### src/rtl/smbto_pkg.sv
package smbto_pkg;

  // Arming state of the low-period watchdog
  typedef enum logic {
    ST_ARMED   = 1'b0,
    ST_TRIPPED = 1'b1
  } trip_e;

endpackage

### src/rtl/smbto_limit.sv
module smbto_limit #(
  parameter int MS_W     = 20,
  parameter int LIMIT_MS = 35,
  parameter int LIM_W    = 26
) (
  input  logic             clk,
  input  logic             rst,
  input  logic [MS_W-1:0]  clks_per_ms_i,
  output logic [LIM_W-1:0] limit_o,
  output logic             en_o
);

  localparam logic [LIM_W-1:0] MS_FACTOR = LIM_W'(LIMIT_MS);

  logic [LIM_W-1:0] limit_q;
  logic             en_q;

  // Register the product so the multiplier stays out of the compare path
  always_ff @(posedge clk) begin
    if (rst) begin
      limit_q <= '0;
      en_q    <= 1'b0;
    end else begin
      limit_q <= LIM_W'(clks_per_ms_i) * MS_FACTOR;
      en_q    <= |clks_per_ms_i;
    end
  end

  assign limit_o = limit_q;
  assign en_o    = en_q;


  limit_zero_disables_chk: assert property (@(posedge clk) disable iff (rst)
    (limit_o == '0) |-> !en_o);

endmodule

### src/rtl/smbto_lowcnt.sv
module smbto_lowcnt
  import smbto_pkg::*;
#(
  parameter int LIM_W = 26
) (
  input  logic             clk,
  input  logic             rst,
  input  logic             scl_i,
  input  logic [LIM_W-1:0] limit_i,
  input  logic             en_i,
  output logic             fire_o,
  output logic             pulse_o,
  output trip_e            state_o
);

  logic [LIM_W-1:0] cnt_q;
  logic [LIM_W:0]   cnt_inc;
  trip_e            st_q;
  logic             pulse_q;

  assign cnt_inc = {1'b0, cnt_q} + 1'b1;

  // Fires at the edge that samples the limit-th consecutive low level
  assign fire_o = en_i && !scl_i && (st_q == ST_ARMED) &&
                  (cnt_inc >= {1'b0, limit_i});

  always_ff @(posedge clk) begin
    if (rst) begin
      cnt_q   <= '0;
      st_q    <= ST_ARMED;
      pulse_q <= 1'b0;
    end else begin
      pulse_q <= fire_o;
      if (scl_i) begin
        cnt_q <= '0;
        st_q  <= ST_ARMED;
      end else if (st_q == ST_ARMED) begin
        if (fire_o) begin
          st_q <= ST_TRIPPED;
        end
        if (!(&cnt_q)) begin
          cnt_q <= cnt_inc[LIM_W-1:0];
        end
      end
    end
  end

  assign pulse_o = pulse_q;
  assign state_o = st_q;


  high_restarts_count_chk: assert property (@(posedge clk) disable iff (rst)
    scl_i |=> (cnt_q == '0));


  tripped_stays_quiet_chk: assert property (@(posedge clk) disable iff (rst)
    ((st_q == ST_TRIPPED) && !scl_i) |=> !pulse_o);

endmodule

### src/rtl/smbto_status.sv
module smbto_status (
  input  logic clk,
  input  logic rst,
  input  logic set_i,
  input  logic clr_i,
  input  logic hold_i,
  output logic flag_o
);

  logic flag_q;

  // Setting has priority; a clear is refused while the line is still stuck
  always_ff @(posedge clk) begin
    if (rst) begin
      flag_q <= 1'b0;
    end else if (set_i) begin
      flag_q <= 1'b1;
    end else if (clr_i && !hold_i) begin
      flag_q <= 1'b0;
    end
  end

  assign flag_o = flag_q;


  clear_refused_when_stuck_chk: assert property (@(posedge clk) disable iff (rst)
    (flag_o && clr_i && hold_i) |=> flag_o);


  set_beats_clear_chk: assert property (@(posedge clk) disable iff (rst)
    (set_i && clr_i) |=> flag_o);

endmodule

### src/rtl/scl_low_watchdog.sv
module scl_low_watchdog
  import smbto_pkg::*;
#(
  parameter int MS_W     = 20,
  parameter int LIMIT_MS = 35
) (
  input  logic            clk,
  input  logic            rst,
  input  logic            scl_i,
  input  logic [MS_W-1:0] clks_per_ms_i,
  input  logic            stat_clr_i,
  input  logic            sda_oe_i,
  input  logic            scl_oe_i,
  output logic            tmo_pulse_o,
  output logic            tmo_flag_o,
  output logic            sda_oe_o,
  output logic            scl_oe_o
);

  localparam int LIM_W = MS_W + $clog2(LIMIT_MS + 1);

  logic [LIM_W-1:0] limit;
  logic             lim_en;
  logic             fire;
  logic             pulse;
  trip_e            trip_st;
  logic             stuck;
  logic             release_drv;

  smbto_limit #(
    .MS_W    (MS_W),
    .LIMIT_MS(LIMIT_MS),
    .LIM_W   (LIM_W)
  ) u_limit (
    .clk          (clk),
    .rst          (rst),
    .clks_per_ms_i(clks_per_ms_i),
    .limit_o      (limit),
    .en_o         (lim_en)
  );

  smbto_lowcnt #(
    .LIM_W(LIM_W)
  ) u_lowcnt (
    .clk    (clk),
    .rst    (rst),
    .scl_i  (scl_i),
    .limit_i(limit),
    .en_i   (lim_en),
    .fire_o (fire),
    .pulse_o(pulse),
    .state_o(trip_st)
  );

  assign stuck = (trip_st == ST_TRIPPED) && !scl_i;

  smbto_status u_status (
    .clk   (clk),
    .rst   (rst),
    .set_i (fire),
    .clr_i (stat_clr_i),
    .hold_i(stuck),
    .flag_o(tmo_flag_o)
  );

  // Drive enables stay blocked from the pulse cycle until a high sample re-arms
  assign release_drv = (trip_st == ST_TRIPPED);
  assign sda_oe_o    = sda_oe_i && !release_drv;
  assign scl_oe_o    = scl_oe_i && !release_drv;
  assign tmo_pulse_o = pulse;


  single_pulse_chk: assert property (@(posedge clk) disable iff (rst)
    tmo_pulse_o |=> !tmo_pulse_o);


  drive_released_on_pulse_chk: assert property (@(posedge clk) disable iff (rst)
    tmo_pulse_o |-> (!sda_oe_o && !scl_oe_o));


  flag_with_pulse_chk: assert property (@(posedge clk) disable iff (rst)
    tmo_pulse_o |-> tmo_flag_o);


  pulse_needs_low_chk: assert property (@(posedge clk) disable iff (rst)
    $rose(tmo_pulse_o) |-> !$past(scl_i));

endmodule

### config.mk
export PLATFORM = sky130hd
export DESIGN_NAME = scl_low_watchdog
export DESIGN_NICKNAME = d
export VERILOG_FILES = /design/src/rtl/smbto_pkg.sv /design/src/rtl/smbto_limit.sv /design/src/rtl/smbto_lowcnt.sv /design/src/rtl/smbto_status.sv /design/src/rtl/scl_low_watchdog.sv
export SDC_FILE = /design/constraint.sdc
export NUM_CORES = 1
export LEC_CHECK = 0
export CAP_MARGIN = 40
export CELL_PAD_IN_SITES_DETAIL_PLACEMENT = 1
export CELL_PAD_IN_SITES_GLOBAL_PLACEMENT = 2
export CORE_ASPECT_RATIO = 1.4
export CORE_UTILIZATION = 37
export CTS_CLUSTER_DIAMETER = 100
export DETAILED_ROUTE_END_ITERATION = 10
export GPL_ROUTABILITY_DRIVEN = 0
export PLACE_DENSITY = 0.89
export SYNTH_ARGS = -nofsm -noshare
export SYNTH_HDL_FRONTEND = slang
export SYNTH_SLANG_ARGS = --single-unit
### constraint.sdc
create_clock -name clk -period 4.9 [get_ports clk]
set_input_delay 0.735 -clock clk [delete_from_list [all_inputs] [get_ports clk]]
set_output_delay 0.735 -clock clk [all_outputs]
set_load 0.05 [all_outputs]
# == Word level (Yosys, flattened, before mapping) ==
# Cells that the tools add are included.
# word_totals
register_bits,56
in_bits,26
out_inout_bits,4
# classes
addsub,1
n_mul,1
magnitude_cmp,1
muxes,4
bitwise,2
n_reduce_logical,15
# op_table
operator,n
"adder 26 x 1 -> 27 bit, second input constant",1
greater-or-equal comparator 27 x 26 -> 1 bit,1
"multiplier 20 x 6 -> 26 bit, second input constant",1
AND reduction 26 bit,1
OR reduction 20 bit,1
logical AND 1 bit,7
two-way mux 1 bit,4
logical NOT 1 bit,3
inverter 1 bit,2
AND reduction 2 bit,1
nonzero test 2 bit,1
OR reduction 2 bit,1

# == Logic depth before layout (Yosys ltp) ==
# Gate-level depths: netlist (run 1).
# logic_depth
ltp_word,6
mapped_depth,14

# == Modules after synthesis ==
# A second synthesis (run 1) with hierarchy kept.
# hier_totals
hier_cells,662
area_unflattened_um2,5459.0
# modules_own_cells
module,instances,cells_per_inst,area_each_um2
smbto_limit,1,359,3041.7
smbto_lowcnt,1,296,2349.8
smbto_status,1,4,46.3
scl_low_watchdog,1,3,21.3

# == Least setup slack after synthesis (run 1) ==
# Ideal clock, no wire load.
# synth_path
kind,input-to-reg
startpoint,in clks_per_ms_i[6]
endpoint,reg u_limit.limit_q[20] (netlist: u_limit.limit_o[20])
setup_time_ns,0.121
t_arrival_ns,3.744
required_ns,4.779
path_slack_ns,1.035
path_stages,13
cell_sequence,inv_1 > ha_1 > ha_1 > inv_1 > fa_1 > inv_1 > ha_1 > and2_1 > a221oi_2 > a21oi_1 > or3_1 > a211oi_1 > mux2_2
# synth_between
elab_chain_len,1
# synth_rtl
element,line_no,source
from (decl),scl_low_watchdog.sv:10,"input logic [MS_W-1:0] clks_per_ms_i,"
multiplier 20 x 6 -> 26 bit,smbto_limit.sv:24,limit_q <= LIM_W'(clks_per_ms_i) * MS_FACTOR;
to (signal assigned),smbto_limit.sv:24,
to (decl),smbto_limit.sv:15,logic [LIM_W-1:0] limit_q;
# Every way passes these cells.
# A chain may end at the register's enable or synchronous reset.

# == Worst setup path in the final report (run 1) ==
# layout_path
startpoint,in clks_per_ms_i[8]
endpoint,reg u_limit.limit_q[20] (netlist: u_limit.limit_o[20])
# The elaborated chain is that of the path after synthesis.

==> impl_metrics.csv, run 1 <==
group,metric,value,unit
status,status,"completed",
synth,ys_seq_elements,56,
clocking,ctsResizeCount,0,
power,power_density,275.7,mW/mm^2
floorplan,die_area,0.01502,sq mm
route,vias,4429,
synth,yosysWarnings,0,
route,wl_met2,7047,um
timing,hold_viol,0,
route,maxUsedRoutingLayer,"met4",
route,drc,0,
synth,synth_nets,799,
hold_path,hp-class,"register to register",
power,seqPwrFrac,0.321,
global_route,grt_pass1_vias,4802,
timing,finalSetupViolCount,0,
placement,pre_cts_slack,177.3,ps
floorplan,die_h,144.6,um
layout,final_common_cell,"inv_1",
timing,tightestPinTransition,897.1,ps
clocking,clock_sinks,56,
global_route,grt_max_degree,35,
timing,min_period_over_period,0.8988,
power,p_leak,2.839,nW
global_route,grt_pass1_wl,21910,um
floorplan,coreArea,0.01404,sq mm
layout,area_growth,11.59,%
critical_path,cpPeakStageDelay,560,ps
floorplan,start_util,0.3830,
floorplan,ios,30,
timing,worst_slack,495.7,ps
flow_run,maxCapViolCount,0,
clocking,cts.path.max_buffers,2,
global_route,grt_overflow,0,
power,sw_frac_of_total,0.3793,
synth,syn_inst,660,
timing,period_minus_slack,4404,ps
route,drt_iter0_markers,60,
critical_path,crit_fanout,5,
power,p_sw,627.3,uW
layout,drive_above_1_share,0.04699,
route,first_pass_iters,4,
placement,io_buffers,29,
clocking,cts_tree,"yes",
timing,max_freq,227.1,MHz
synth,avgSynthCellArea,8.146,sq um
critical_path,cp_slowest_cell,"clkdlybuf4s50_1",
layout,layout.nets,819,
clocking,path_clk_slew,70,ps
route,post_drt_wl_per_cell,14.67,um
synth,synth_flop_cell,"dfxtp_1",
critical_path,cp.arrival,4590,ps
route,wirelength_met1,5138,um
route,wl,12710,um
clocking,cts_hold_buf,0,
synth,netlist_area,0.005376,sq mm
timing,fin_setup_tns,0,ps
route,ant_nets,0,
power,fin_total_pwr,1.654,mW
layout,instances_no_fill,866,
power,vdd_drop_max,141.2,uV
placement,dp_hpwl,10790,um
clocking,cts_buffers,5,
layout,most-common-layout-cells,"123 x inv_1, 97 x ha_1, 56 x dfxtp_1",
synth,synth-edff-count,0,
critical_path,critical_path_class,"input pin to register",
route,dr_wl_met3,246,um
placement,place_inst,858,
global_route,antenna_found_initial,0,
synth,synth.distinct_cells,64,
critical_path,critical_path.startpoint_type,"input pin",
timing,max_slew_margin,0.4019,
floorplan,row_count,51,
clocking,cts_max_level,2,
global_route,grt_use_total,0.1800,
power,comb_power_share,0.454,
clocking,post-cts-setup-buffers,0,
synth,synth_seq_area_share,0.2085,
floorplan,die_w,103.9,um
timing,drv_slew,0,
critical_path,cp.required,5090,ps
critical_path,crit_chain,"clkdlybuf4s50_1 -> inv_1 -> ha_1 -> ha_1 -> inv_1 -> fa_1 -> inv_1 -> ha_1 -> a21oi_1 -> o21ai_0 -> and3_1 -> or3_1 -> a211oi_1 -> mux2_2",
clocking,clock-root-buffer,"clkbuf_16",
critical_path,end_kind,"register",
route,via_per_inst,5.114,
power,power_frac_clock,0.226,
timing,finClkSkew,7.714,ps
clocking,clkLatencyLatePin,300,ps
layout,antennaDiodeCount,0,
power,intPower,1.027,mW
timing,rsz0062_at_grt,"no",
synth,async_reset_ff_frac,0,
layout make-up:
type	count	area, sq um
tap	185	231.5
clock inverter	3	26.28
fill	1707	8039
sequential	56	1121
multi-input combinational	461	3714
inverter	123	461.7
timing repair buffer	33	320.3
clock buffer	5	125.1
state kept, by name (all words and copies together) (netlist names):
signal            cells
u_status.flag_o       1
u_lowcnt.state_o      1
u_lowcnt.cnt_q       26
u_lowcnt.pulse_o      1
u_limit.en_o          1
u_limit.limit_o      26
per-layer routing:
| metal | vias to the layer above | global-route usage |
|---|---|---|
| li1 | 2240 | - |
| met1 | 2117 | 0.1838 |
| met2 | 51 | 0.3737 |
| met3 | 21 | 0.01983 |
| met4 | 0 | 0.06165 |
| met5 | - | 0 |
worst max-delay path, delay by kind of cell:
kind,cells,cell delay (ps)
AO/OA/AOI/OAI,3,630
AND/OR/NAND/NOR,2,640
buffers and inverters,4,730
adder cells (fa/ha/maj),4,1500
multiplexers,1,370
path summary, 6_finish.rpt:
kind / cells past startpoint / end / startpoint / slack [ps]
min reg2reg: 2 / u_lowcnt.cnt_q[1] / u_lowcnt.cnt_q[1] / 510
max: 14 / u_limit.limit_o[20] / clks_per_ms_i[8] / 500
max reg2reg: 13 / u_lowcnt.state_o / u_lowcnt.cnt_q[0] / 990
min: 2 / u_lowcnt.cnt_q[1] / u_lowcnt.cnt_q[1] / 510
power groups by stage:
stage / Combinational (mW) / Sequential (mW) / Clock, mW
floorplan: 0.558 / 0.537 / 0
global placement: 0.721 / 0.542 / 0
detailed placement: 0.758 / 0.543 / 0
CTS: 0.762 / 0.532 / 0.384
global route: 0.856 / 0.536 / 0.402
finish: 0.751 / 0.530 / 0.373
synthesized netlist by cell type (2+ instances only):
library cell | count | area share
nor2b_1 | 12 | 0.014
a211o_1 | 2 | 0.0033
nor3_1 | 9 | 0.0084
xor2_1 | 19 | 0.031
nor2_1 | 49 | 0.034
nand3_4 | 2 | 0.0065
a21oi_1 | 42 | 0.039
nand2_1 | 35 | 0.024
nand3_1 | 17 | 0.016
a21o_1 | 6 | 0.0084
fa_1 | 16 | 0.060
nand3b_1 | 2 | 0.0028
xnor2_1 | 29 | 0.047
a31oi_1 | 3 | 0.0035
nand4_1 | 18 | 0.021
and2_1 | 3 | 0.0035
buf_2 | 2 | 0.0019
dfxtp_1 | 56 | 0.21
o31a_1 | 2 | 0.0033
a211oi_1 | 5 | 0.0070
o31ai_1 | 4 | 0.0056
and3_1 | 6 | 0.0070
or3_1 | 13 | 0.015
clkbuf_2 | 2 | 0.0019
inv_1 | 123 | 0.086
a2111oi_0 | 3 | 0.0049
nor3b_1 | 2 | 0.0028
and4_1 | 2 | 0.0033
or2_2 | 3 | 0.0035
o21bai_1 | 2 | 0.0028
ha_1 | 97 | 0.23
and3_2 | 2 | 0.0028
clkbuf_1 | 16 | 0.011
o21ai_0 | 23 | 0.021
mux2_2 | 4 | 0.0084
cells by family after synthesis:
logic type,Yosys count,share of synthesized area
AOI/OAI and AO/OA,109,0.1282
xor gates and xnor gates,48,0.07819
adders and majority gates,113,0.2853
buffers and inverters,143,0.1008
DFF,56,0.2085
muxes,6,0.01233
and+or+nand+nor,185,0.1866
metrics by stage:
stage	hold slack, ps	area [sq um]	util
3_5_place_dp	504.0	5848	0.4166
5_1_grt	538.9	6000	0.4274
4_1_cts	515.0	6000	0.4274
3_3_place_gp	477.7	5848	0.4166
2_1_floorplan	456.2	5376	-
6_report	510.2	6000	0.4274
Power figures use the tool's default switching activity.
==> run 2: changes to the inputs <==
--- a/config.mk
+++ b/config.mk
@@ -9,11 +9,12 @@
 export CELL_PAD_IN_SITES_DETAIL_PLACEMENT = 1
 export CELL_PAD_IN_SITES_GLOBAL_PLACEMENT = 2
 export CORE_ASPECT_RATIO = 1.4
-export CORE_UTILIZATION = 37
+export CORE_UTILIZATION = 38
 export CTS_CLUSTER_DIAMETER = 100
 export DETAILED_ROUTE_END_ITERATION = 10
 export GPL_ROUTABILITY_DRIVEN = 0
-export PLACE_DENSITY = 0.89
+export PLACE_DENSITY = 0.9
 export SYNTH_ARGS = -nofsm -noshare
 export SYNTH_HDL_FRONTEND = slang
+export SYNTH_HIERARCHICAL = 1
 export SYNTH_SLANG_ARGS = --single-unit
==> run 2 against run 1 <==
- combinational power up 2%
- core utilization up 0.55 points
- synthesized cell count up 0.30%
- design area up 0.83%
- first-iteration DRC count up 140%
- register-to-register slack worse by 130 ps
- clock power down 4%
- die area down 1.1%
- via count up 3.7%
- area after synthesis up 1.5%
- power up 0.21%
- largest power group unchanged
- sequential power about the same
==> impl_metrics.csv, run 2 <==
group,metric,value,unit
status,status,"completed",
synth,synth_top_area_share,0.2223,
timing,rsz0062_at_grt,"no",
global_route,grt_max_degree,28,
critical_path,cp.required,5090,ps
synth,synth_nets,801,
timing,finalSetupViolCount,0,
timing,finClkSkew,5.244,ps
route,drc,0,
route,via_per_inst,5.282,
floorplan,start_util,0.3906,
layout,most-common-layout-cells,"122 x inv_1, 97 x ha_1, 56 x dfxtp_1",
placement,dp_hpwl,10970,um
synth,async_reset_ff_frac,0,
route,ant_nets,0,
timing,max_slew_margin,0.5094,
floorplan,die_w,103.3,um
route,wl,13250,um
placement,place_area,0.005904,sq mm
clocking,clock-root-buffer,"clkbuf_16",
synth,synth_seq_area_share,0.2054,
clocking,ctsResizeCount,0,
hold_path,holdPathStages,2,
floorplan,coreArea,0.01397,sq mm
synth,synth-edff-count,0,
layout,final_cell_area,0.006050,sq mm
critical_path,r2r_slack,860,ps
critical_path,reg2reg_from,"u_lowcnt/cnt_q[0]",
route,drt_iter0_markers,142,
synth,yosysWarnings,6,
timing,fin_setup_tns,0,ps
critical_path,rr_worst_depth,14,
global_route,antenna_found_initial,0,
global_route,grt_use_total,0.1917,
power,p_leak,2.762,nW
clocking,cts_buffers,5,
layout,fill_cells,1668,
clocking,path_clk_slew,70,ps
floorplan,die_area,0.01486,sq mm
timing,min_period_over_period,0.8659,
synth,netlist_area,0.005459,sq mm
timing,whs,523.4,ps
global_route,grt_overflow,0,
synth,yosysMostFrequentCell,"inv_1",
power,vdd_drop_max,133.1,uV
critical_path,crit_fanout,7,
clocking,cts_tree,"yes",
synth,synth.distinct_cells,69,
floorplan,die_h,143.8,um
synth,ys_seq_elements,56,
layout,layout.nets,823,
synth,synth_flop_cell,"dfxtp_1",
critical_path,critical_path_class,"input pin to register",
clocking,cts.path.max_buffers,2,
layout,final_common_cell,"inv_1",
timing,drv_slew,0,
timing,tightestPinTransition,729.8,ps
critical_path,critical_path.startpoint_type,"input pin",
power,power_density,274.0,mW/mm^2
hold_path,min-delay-start,"u_limit/en_o",
critical_path,cp.arrival,4430,ps
floorplan,ios,30,
clocking,post-cts-setup-buffers,0,
placement,io_buffers,29,
timing,max_freq,235.7,MHz
route,vias,4595,
route,post_drt_wl_per_cell,15.23,um
power,fin_total_pwr,1.657,mW
route,first_pass_iters,4,
critical_path,r2r_end,"u_status/flag_o",
layout,drive_above_1_share,0.04672,
synth,synthTopCellsByCount,"122 x inv_1, 97 x ha_1, 56 x dfxtp_1, 44 x a21oi_1, 43 x nor2_1",
synth,ys_top_cells_by_area,"ha_1 22%, dfxtp_1 21%, inv_1 8.4%",
synth,avgSynthCellArea,8.246,sq um
timing,period_minus_slack,4243,ps
timing,hold_viol,0,
floorplan,row_count,51,
critical_path,end_kind,"register",
clocking,clock_sinks,56,
synth,syn_inst,662,
hold_path,hp-class,"register to register",
synth,synth_largest_area_cell,"ha_1",
global_route,grt_pass1_vias,4767,
flow_run,maxCapViolCount,0,
layout,antennaDiodeCount,0,
layout,area_growth,10.82,%
clocking,cts_max_level,2,
global_route,grt_pass1_wl,22430,um
clocking,clkLatencyLatePin,300,ps
hold_path,hold_end,"u_lowcnt/pulse_o",
clocking,cts_hold_buf,0,
## run 2: cell count changes in the layout (fill, tap and decap cells not counted), sizes merged, moves of 4 or more
| cell | delta |
|---|---|
| nor2 | -7 |
| nor2b | -4 |
| o31ai | +4 |
| or4 | +6 |
| and3 | -4 |
| or3 | +4 |
| and4 | +4 |
| xor2 | -5 |
| nand2 | -5 |
## run 2: final cells by class
type,count,area (sq um),share of cell area
multi-input combinational,467,3769,0.6230
sequential,56,1121,0.1853
inverter,122,457.9,0.07570
timing repair buffer,32,325.3,0.05377
clock inverter,2,16.27,0.002689
tap,185,231.5,0.03826
clock buffer,6,128.9,0.02130
## run 2: per-layer routing
metal	share of wire	track usage
met5	0	0
met4	0.018	0.05782
met3	0.014	0.01654
met2	0.56	0.3786
met1	0.40	0.2098
## run 2: cell families (layout without fill, tap and decap cells)
group | Yosys count | count (layout) | share of synthesized area
compound gates | 123 | 123 | 0.1478
buf+inv | 139 | 162 | 0.1043
fa+ha+maj | 113 | 113 | 0.2810
xor+xnor | 43 | 43 | 0.06899
flops | 56 | 56 | 0.2054
simple gates | 184 | 184 | 0.1847
mux | 4 | 4 | 0.007793
## run 2: how the worst max path moves through the flow
stage | from | to | slack [ps] | cells past startpoint
6_report | clks_per_ms_i[7] | u_limit/limit_o[24] | 660 | 14
3_5_place_dp | clks_per_ms_i[7] | u_limit/limit_o[24] | 340 | 14
4_1_cts | clks_per_ms_i[7] | u_limit/limit_o[24] | 650 | 14
3_3_place_gp | clks_per_ms_i[6] | u_limit/limit_o[24] | 430 | 14
5_1_grt | clks_per_ms_i[18] | u_limit/limit_o[24] | 470 | 13
2_1_floorplan | clks_per_ms_i[6] | u_limit/limit_o[24] | 1130 | 14
## run 2: power breakdown
part / switching (mW) / total [mW] / internal, mW
clock: 0.168 / 0.359 / 0.191
combinational: 0.451 / 0.767 / 0.316
sequential: 0.0161 / 0.531 / 0.515
total: 0.635 / 1.66 / 1.02
## run 2: stage by stage
step / setup slack [ps] / util / std cells
2_1_floorplan: 1127 / - / 662
3_3_place_gp: 427.4 / 0.4200 / 859
3_5_place_dp: 337.8 / 0.4225 / 862
4_1_cts: 649.4 / 0.4329 / 870
5_1_grt: 465.7 / 0.4329 / 870
6_report: 657.1 / 0.4329 / 870
## run 2: worst max-delay path, stage by stage
cell	delay, ps
clkdlybuf4s50_1	550
inv_1	70
ha_1	290
ha_1	270
inv_1	50
fa_1	530
inv_1	40
ha_1	410
a21oi_4	230
o211ai_4	110
a41o_1	290
a221o_1	370
a2bb2oi_2	160
mux2_1	330
